## config.mk

```make
export PLATFORM = sky130hd
export DESIGN_NAME = tx_pkt_sequencer
export DESIGN_NICKNAME = d
export VERILOG_FILES = /design/src/rtl/tx_seq_pkg.sv /design/src/rtl/tx_seq_crc_pick.sv /design/src/rtl/tx_seq_ctrl.sv /design/src/rtl/tx_seq_ae_det.sv /design/src/rtl/tx_seq_end_report.sv /design/src/rtl/tx_pkt_sequencer.sv
export SDC_FILE = /design/constraint.sdc
export NUM_CORES = 1
export LEC_CHECK = 0
export ABC_AREA = 1
export CAP_MARGIN = 20
export CORE_UTILIZATION = 48
export CTS_BUF_LIST = sky130_fd_sc_hd__clkbuf_8
export CTS_CLUSTER_DIAMETER = 60
export CTS_CLUSTER_SIZE = 14
export DETAILED_ROUTE_END_ITERATION = 16
export GPL_ROUTABILITY_DRIVEN = 0
export GPL_TIMING_DRIVEN = 0
export PLACE_DENSITY_LB_ADDON = 0.15
export REMOVE_ABC_BUFFERS = 1
export SYNTH_ARGS = -nofsm -noshare
export SYNTH_HDL_FRONTEND = slang
export SYNTH_SLANG_ARGS = --single-unit
```

## constraint.sdc

```tcl
create_clock -name clk -period 1.8 [get_ports clk]
set_clock_uncertainty 0.1 [all_clocks]
set_input_delay 0.36 -clock clk [delete_from_list [all_inputs] [get_ports clk]]
set_output_delay 0.36 -clock clk [all_outputs]
set_load 0.01 [all_outputs]
```

## src/rtl/tx_seq_pkg.sv

```systemverilog
package tx_seq_pkg;

   typedef enum logic [1:0] {
      ST_IDLE    = 2'd0,
      ST_PAYLOAD = 2'd1,
      ST_CRC     = 2'd2
   } seq_state_t;

   typedef enum logic [1:0] {
      END_NONE      = 2'd0,
      END_NORMAL    = 2'd1,
      END_ABORT     = 2'd2,
      END_UNDERFLOW = 2'd3
   } end_kind_t;

endpackage

```

## src/rtl/tx_seq_crc_pick.sv

```systemverilog
// Selects one CRC byte by index; a parameter picks the byte order.
module tx_seq_crc_pick #(
   parameter int DATA_W    = 8,
   parameter int CRC_BYTES = 2,
   parameter bit MSB_FIRST = 1'b1,
   parameter int IDX_W     = 2
) (
   input  logic [DATA_W*CRC_BYTES-1:0] crc_value,
   input  logic [IDX_W-1:0]            idx,
   output logic [DATA_W-1:0]           byte_out
);

   generate
      if (MSB_FIRST) begin : g_msb
         always_comb begin
            byte_out = '0;
            for (int k = 0; k < CRC_BYTES; k++) begin
               if (idx == IDX_W'(k))
                  byte_out = crc_value[(CRC_BYTES-1-k)*DATA_W +: DATA_W];
            end
         end
      end else begin : g_lsb
         always_comb begin
            byte_out = '0;
            for (int k = 0; k < CRC_BYTES; k++) begin
               if (idx == IDX_W'(k))
                  byte_out = crc_value[k*DATA_W +: DATA_W];
            end
         end
      end
   endgenerate

endmodule

```

## src/rtl/tx_seq_ctrl.sv

```systemverilog
// Packet state machine with a single-entry holding register toward the serializer.
module tx_seq_ctrl
   import tx_seq_pkg::*;
#(
   parameter int DATA_W    = 8,
   parameter int LEN_W     = 8,
   parameter int CNT_W     = 5,
   parameter int CRC_BYTES = 2,
   parameter int IDX_W     = 2
) (
   input  logic              clk,
   input  logic              rst_n,
   input  logic              start,
   input  logic              rx_mode,
   input  logic [LEN_W-1:0]  pkt_len,
   input  logic [CNT_W-1:0]  fifo_count,
   input  logic [DATA_W-1:0] fifo_data,
   output logic              fifo_rd,
   input  logic [DATA_W-1:0] crc_byte,
   output logic [IDX_W-1:0]  crc_idx,
   output logic              crc_clr,
   output logic              crc_en,
   output logic [DATA_W-1:0] ser_data,
   output logic              ser_valid,
   input  logic              ser_ready,
   output logic              busy,
   output end_kind_t         end_kind
);

   localparam logic [IDX_W-1:0] LAST_IDX = IDX_W'(CRC_BYTES);

   seq_state_t        st_q, st_d;
   logic [LEN_W-1:0]  remain_q;
   logic [IDX_W-1:0]  idx_q;
   logic [DATA_W-1:0] hold_q;
   logic              hold_v_q;
   logic              clr_q, clr_d;
   logic              load_fifo, load_crc;
   logic              accept;
   logic              fifo_empty;

   assign accept     = hold_v_q & ser_ready;
   assign fifo_empty = (fifo_count == '0);

   always_comb begin
      st_d      = st_q;
      clr_d     = 1'b0;
      load_fifo = 1'b0;
      load_crc  = 1'b0;
      end_kind  = END_NONE;
      unique case (st_q)
         ST_IDLE: begin
            if (start && !rx_mode) begin
               st_d  = ST_PAYLOAD;
               clr_d = 1'b1;
            end
         end
         ST_PAYLOAD: begin
            if (rx_mode) begin
               st_d     = ST_IDLE;
               end_kind = END_ABORT;
            end else if (!hold_v_q) begin
               if (remain_q == '0) begin
                  st_d = ST_CRC;
               end else if (fifo_empty) begin
                  st_d     = ST_IDLE;
                  end_kind = END_UNDERFLOW;
               end else begin
                  load_fifo = 1'b1;
               end
            end
         end
         ST_CRC: begin
            if (rx_mode) begin
               st_d     = ST_IDLE;
               end_kind = END_ABORT;
            end else if (!hold_v_q) begin
               if (idx_q == LAST_IDX) begin
                  st_d     = ST_IDLE;
                  end_kind = END_NORMAL;
               end else begin
                  load_crc = 1'b1;
               end
            end
         end
         default: st_d = ST_IDLE;
      endcase
   end

   always_ff @(posedge clk or negedge rst_n) begin
      if (!rst_n) begin
         st_q     <= ST_IDLE;
         remain_q <= '0;
         idx_q    <= '0;
         hold_q   <= '0;
         hold_v_q <= 1'b0;
         clr_q    <= 1'b0;
      end else begin
         st_q  <= st_d;
         clr_q <= clr_d;
         if (clr_d) begin
            remain_q <= pkt_len;
            idx_q    <= '0;
         end
         if (load_fifo) begin
            hold_q   <= fifo_data;
            hold_v_q <= 1'b1;
            remain_q <= remain_q - 1'b1;
         end else if (load_crc) begin
            hold_q   <= crc_byte;
            hold_v_q <= 1'b1;
            idx_q    <= idx_q + 1'b1;
         end else if (accept || st_d == ST_IDLE) begin
            hold_v_q <= 1'b0;
         end
      end
   end

   assign fifo_rd   = load_fifo;
   assign crc_idx   = idx_q;
   assign crc_clr   = clr_q;
   assign crc_en    = accept & (st_q == ST_PAYLOAD);
   assign ser_data  = hold_q;
   assign ser_valid = hold_v_q;
   assign busy      = (st_q != ST_IDLE);

endmodule

```

## src/rtl/tx_seq_ae_det.sv

```systemverilog
// Falling-crossing detector on the FIFO level against a selectable threshold.
module tx_seq_ae_det #(
   parameter int CNT_W = 5,
   parameter int AE_LO = 4,
   parameter int AE_HI = 8
) (
   input  logic             clk,
   input  logic             rst_n,
   input  logic             busy,
   input  logic             ae_sel,
   input  logic [CNT_W-1:0] fifo_count,
   output logic             ae_evt
);

   localparam logic [CNT_W-1:0] THR_LO = CNT_W'(AE_LO);
   localparam logic [CNT_W-1:0] THR_HI = CNT_W'(AE_HI);

   logic [CNT_W-1:0] prev_q;
   logic [CNT_W-1:0] thr;
   logic             ae_q;

   assign thr = ae_sel ? THR_HI : THR_LO;

   always_ff @(posedge clk or negedge rst_n) begin
      if (!rst_n) begin
         prev_q <= '0;
         ae_q   <= 1'b0;
      end else begin
         prev_q <= fifo_count;
         ae_q   <= busy && (prev_q > thr) && (fifo_count <= thr);
      end
   end

   assign ae_evt = ae_q;

endmodule

```

## src/rtl/tx_seq_end_report.sv

```systemverilog
// Completion pulse and sticky underflow status.
module tx_seq_end_report
   import tx_seq_pkg::*;
(
   input  logic      clk,
   input  logic      rst_n,
   input  end_kind_t end_kind,
   input  logic      uf_clr,
   output logic      tx_done,
   output logic      uf_flag
);

   logic done_q, uf_q;

   always_ff @(posedge clk or negedge rst_n) begin
      if (!rst_n) begin
         done_q <= 1'b0;
         uf_q   <= 1'b0;
      end else begin
         done_q <= (end_kind != END_NONE);
         if (end_kind == END_UNDERFLOW)
            uf_q <= 1'b1;
         else if (uf_clr)
            uf_q <= 1'b0;
      end
   end

   assign tx_done = done_q;
   assign uf_flag = uf_q;

endmodule

```

## src/rtl/tx_pkt_sequencer.sv

```systemverilog
module tx_pkt_sequencer
   import tx_seq_pkg::*;
#(
   parameter int DATA_W        = 8,
   parameter int LEN_W         = 8,
   parameter int CNT_W         = 5,
   parameter int CRC_BYTES     = 2,
   parameter bit CRC_MSB_FIRST = 1'b1,
   parameter int AE_LO         = 4,
   parameter int AE_HI         = 8
) (
   input  logic                        clk,
   input  logic                        rst_n,
   input  logic                        start,
   input  logic                        rx_mode,
   input  logic [LEN_W-1:0]            pkt_len,
   input  logic                        ae_sel,
   input  logic                        uf_clr,
   input  logic [CNT_W-1:0]            fifo_count,
   input  logic [DATA_W-1:0]           fifo_data,
   output logic                        fifo_rd,
   input  logic [DATA_W*CRC_BYTES-1:0] crc_value,
   output logic                        crc_clr,
   output logic                        crc_en,
   output logic [DATA_W-1:0]           ser_data,
   output logic                        ser_valid,
   input  logic                        ser_ready,
   output logic                        tx_busy,
   output logic                        tx_done,
   output logic                        uf_flag,
   output logic                        ae_evt
);

   localparam int IDX_W = $clog2(CRC_BYTES + 1);

   generate
      if (CRC_BYTES < 1) begin : g_bad_crc
         $error("CRC_BYTES must be at least 1");
      end
      if (AE_LO >= AE_HI) begin : g_bad_thr_order
         $error("AE_LO must be below AE_HI");
      end
      if (AE_HI >= (1 << CNT_W)) begin : g_bad_thr_range
         $error("AE_HI must fit in the FIFO count width");
      end
      if (DATA_W < 1 || LEN_W < 1) begin : g_bad_width
         $error("DATA_W and LEN_W must be positive");
      end
   endgenerate

   logic [IDX_W-1:0]  crc_idx;
   logic [DATA_W-1:0] crc_byte;
   end_kind_t         end_kind;
   logic              busy;

   tx_seq_crc_pick #(
      .DATA_W   (DATA_W),
      .CRC_BYTES(CRC_BYTES),
      .MSB_FIRST(CRC_MSB_FIRST),
      .IDX_W    (IDX_W)
   ) u_pick (
      .crc_value(crc_value),
      .idx      (crc_idx),
      .byte_out (crc_byte)
   );

   tx_seq_ctrl #(
      .DATA_W   (DATA_W),
      .LEN_W    (LEN_W),
      .CNT_W    (CNT_W),
      .CRC_BYTES(CRC_BYTES),
      .IDX_W    (IDX_W)
   ) u_ctrl (
      .clk       (clk),
      .rst_n     (rst_n),
      .start     (start),
      .rx_mode   (rx_mode),
      .pkt_len   (pkt_len),
      .fifo_count(fifo_count),
      .fifo_data (fifo_data),
      .fifo_rd   (fifo_rd),
      .crc_byte  (crc_byte),
      .crc_idx   (crc_idx),
      .crc_clr   (crc_clr),
      .crc_en    (crc_en),
      .ser_data  (ser_data),
      .ser_valid (ser_valid),
      .ser_ready (ser_ready),
      .busy      (busy),
      .end_kind  (end_kind)
   );

   tx_seq_ae_det #(
      .CNT_W(CNT_W),
      .AE_LO(AE_LO),
      .AE_HI(AE_HI)
   ) u_ae (
      .clk       (clk),
      .rst_n     (rst_n),
      .busy      (busy),
      .ae_sel    (ae_sel),
      .fifo_count(fifo_count),
      .ae_evt    (ae_evt)
   );

   tx_seq_end_report u_end (
      .clk     (clk),
      .rst_n   (rst_n),
      .end_kind(end_kind),
      .uf_clr  (uf_clr),
      .tx_done (tx_done),
      .uf_flag (uf_flag)
   );

   assign tx_busy = busy;

endmodule

```

==> run summary <==
Dividing the synthesized area by the synthesized cell count gives 8.19 µm². Sorting the synthesized cells by area gives the leading types as sky130_fd_sc_hd__dfrtp_1, sky130_fd_sc_hd__nand2_1, sky130_fd_sc_hd__ha_1. The tools report the final hold violation count as 0. By count the netlist is led by sky130_fd_sc_hd__nand2_1, sky130_fd_sc_hd__dfrtp_1, sky130_fd_sc_hd__inv_1. The area growth from synthesis to final layout works out to 48.4%. For this block, the via count after detailed routing is 1850.

Broken down by cell family, the worst path's largest delay share belongs to simple AND/OR/NAND/NOR gates. The flow ran to the end, but the final reports show violations. The min-delay analysis places its worst path in the category input port to register.

The HPWL after detailed placement is 3.06 mm. After the first detailed-routing iteration, the DRC count stood at 71. The tools report the number of buffers inserted for hold repair after clock tree synthesis as 0. The tools report the endpoint kind of the worst setup timing path as an output pin.

The worst-case reg-to-reg path depth was 13; the wire length of the first global-routing pass was 7.69 mm. Timing would allow up to 0.535 GHz. Fill cells in the final layout number 270. On the critical path, the stage with the largest delay is an instance of sky130_fd_sc_hd__dfrtp_1. The largest single stage delay on the critical path is 370 ps.

The repair_antennas step left the layout with diodes totalling 0. The finished layout holds 360 standard cells, fillers aside. Including well taps, the total number of placed cells is 337. The routed design uses 230 µm of met3 wire. The boundary pin count was 60. CTS built an H-tree with a depth of 2. Walking the worst path, the cells encountered are inv_2 -> ha_4 -> nand2_4 -> nor2_4 -> nand2_2 -> nand3_4 -> nor2_4 -> buf_6. Using the TritonRoute via totals, the vias-per-cell ratio works out to 5.14.

Dominant cell type by count on the critical path: sky130_fd_sc_hd__nor2_4. Clock tree synthesis inserted a total of 5 buffers. Number of max-slew violations in the final report: 0.

Cell area power density: 1210 nW/µm². The smallest clock period supported by the final layout is computed as 1870 ps. Type of element launching the critical path: a register. Kind of critical path: register to output pin.

The final critical path takes up 104% of the cycle. For the worst-skew pair, the clock arrives at the later sink with an insertion delay of 280 ps. The checks that failed: negative setup slack. TritonCTS built the clock tree. Before antenna repair, the detailed router went through 4 iterations. For this design, the sink count on the clock tree is 30. After clock tree synthesis, the clock-pin slew on the worst setup and hold paths is 60 ps. Clock tree synthesis selected as its root buffer the cell sky130_fd_sc_hd__clkbuf_8. The worst pin sits at a relative slew slack of 56.8%.

The maximum ir drop on the vdd rail was 665 µV. During synthesis, Yosys emitted a total of 0 warnings. Counting flops with an async set or reset pin after synthesis yields a share of 100%.

Prevailing post-synth register cell: sky130_fd_sc_hd__dfrtp_1. STA puts the critical path data required time at 1340 ps. Global routing used 23.6% of the available tracks. The floorplan step set the die width to 65.4 µm. The logic depth of the worst setup path including buffers was 8. At the end of the flow, the number of nets in the layout was 367.

After global routing the overflow that remains totals 0. The run gives 0 as the final routed DRC violation total. Routed wire length on met2: 2.29 mm.

The initial utilization of the core area, before any placement, comes to 51.2%. The final antenna-violating net count was 0; the number of enable-type register cells in the synthesized netlist was 0. The buffers plus inverters on the worst setup path is 2. The area share of the leading cell type in the synthesized netlist is 38.9%.

The routed metal-1 wire length is 2.03 mm, and the number of synthesized register bits is 30. The initial antenna violation count is 0, and the depth of the worst hold-timing path is 1. The highest metal layer with signal wires is met4.

In this run the standard cell core region covers 3770 µm². The share of the core filled with cells in the final layout was 76.0%; the sequential-to-total area share from yosys stat was 38.9%. Setup repair after global routing could not meet its margin everywhere.

Highest net fanout along the worst path: 3. The aggregate routed wire length was 4.65 mm; the leakage power was 1.31 nW. For the arrival time of data at the critical path endpoint, the log shows 1410 ps. The number of different library cells used by synthesis comes to 32. Row generation in the floorplan step produced 22 rows. In the final layout, the share of cells above drive strength 1 is 23.7%. The setup slack after layout is -68.6 ps, and the maximum number of pins on one net before global-route repair is 28. The clock tree buffer depth was 2; the number of buffer cells added on primary ports was 59.

The tools report the number of global-route vias before repair as 1822. From bottom edge to top edge, the die measures 65.4 µm. Synthesis handed over a netlist of 236 instances. The slew at the pin closest to its max-slew limit is 647 ps.

The mean routed wirelength per cell was 12.9 µm; the netlist area before placement was 1930 µm². The run gives 0 as the reported max-cap violation count. The most frequently used cell type in the post-synthesis netlist is sky130_fd_sc_hd__nand2_1. The synthesized design spends more area on one cell type than any other, namely sky130_fd_sc_hd__dfrtp_1.

Worst hold margin: 278 ps. The tools report the full die area as 4280 µm². The final setup violation count is 1.
final timing paths:
path	to	slack, ps	startpoint
setup reg to reg	u_ctrl.remain_q[5]	20	u_ctrl.remain_q[0]
hold / removal	u_ae.prev_q[2]	280	fifo_count[2]
hold reg to reg	u_ctrl.ser_data[2]	380	u_ctrl.ser_data[2]
setup / recovery	fifo_rd	-70	u_ctrl.remain_q[0]
max in group asynchronous	u_ctrl.remain_q[0]	700	rst_n
min in group asynchronous	u_ae.prev_q[0]	380	rst_n
area by class of cell:
class                   instances  area [µm²]  share of cell area, %
well taps                      48        60.1                   2.09
clock inverters                 2        8.76                  0.305
repair buffers                 75         746                   26.0
clock buffers                   6        82.6                   2.88
multi-input cells             165        1080                   37.5
flip-flops and latches         30         751                   26.2
inverters                      34         144                   5.02
metrics by stage:
step | area [µm²] | total power, mW | setup TNS (ps) | worst slack [ps]
after floorplan | 1880 | 2.01 | -611 | -140
after global routing | 2870 | 3.72 | -343 | -109
after detailed placement | 2560 | 2.58 | -12860 | -813
after CTS | 2800 | 3.36 | -99.9 | -56.2
after global placement | 2530 | 2.54 | -20730 | -815
final | 2870 | 3.46 | -68.6 | -68.6
layer usage:
layer / GRT usage [%] / vias to the layer above
li1: - / 925
met1: 27.8 / 854
met2: 40.6 / 62
met3: 6.25 / 9
met4: 9.24 / 0
met5: 0 / -
worst reg2reg max path, cell delays in order, from the launching register on:
cell	delay [ps]
sky130_fd_sc_hd__dfrtp_1	370
sky130_fd_sc_hd__inv_2	70
sky130_fd_sc_hd__ha_4	170
sky130_fd_sc_hd__nand2_4	60
sky130_fd_sc_hd__nor2_4	40
sky130_fd_sc_hd__nand2_2	70
sky130_fd_sc_hd__nand3_4	80
sky130_fd_sc_hd__nor2_4	150
sky130_fd_sc_hd__buf_12	180
sky130_fd_sc_hd__inv_16	80
sky130_fd_sc_hd__nand2_8	90
sky130_fd_sc_hd__o21ai_0	80
sky130_fd_sc_hd__nand2_1	70
sky130_fd_sc_hd__nand3_1	60
cell usage in the layout (no fill, tap or decap), drive strengths merged:
cell type / netlist / layout
a2111oi: 1 / 1
a21oi: 16 / 16
a22oi: 1 / 1
buf: 7 / 18
clkbuf: 0 / 6
clkdlybuf4s15: 0 / 1
clkdlybuf4s50: 0 / 54
clkinv: 0 / 1
dfrtp: 30 / 30
dlygate4sd2: 0 / 2
ha: 12 / 12
inv: 34 / 35
nand2: 46 / 46
nand3: 19 / 19
nand4: 1 / 1
nor2: 23 / 23
nor3: 1 / 1
o211ai: 1 / 1
o21ai: 31 / 31
o21bai: 2 / 2
o22ai: 6 / 6
or2: 1 / 1
xor2: 4 / 4
cell families (layout without fill, tap and decap cells):
logic type,Yosys count,count (layout),synth area share (%)
simple gates,91,91,23.3
compound gates,58,58,18.7
buf+inv,41,117,9.52
flops,30,30,38.9
xor+xnor,4,4,1.81
fa+ha+maj,12,12,7.77
what timing repair did:
action | 4_1_cts | 5_1_grt
pin swaps | 7 | 4
setup endpoints to repair | 23 | 18
setup buffers | 11 | 4
resized for setup | 31 | 19
report_power, final:
group | internal (mW) | switching [mW]
clock network | 0.302 | 0.245
logic | 0.898 | 0.962
registers | 0.897 | 0.159
flip-flops by register name (all words and copies together), names as in the netlist:
| name | count |
|---|---|
| u_ae.ae_evt | 1 |
| u_ae.prev_q | 5 |
| u_ctrl.crc_clr | 1 |
| u_ctrl.crc_idx | 2 |
| u_ctrl.remain_q | 8 |
| u_ctrl.ser_data | 8 |
| u_ctrl.ser_valid | 1 |
| u_ctrl.st_q | 2 |
| u_end.tx_done | 1 |
| u_end.uf_flag | 1 |
No activity file was read; power rests on OpenSTA's default activity.
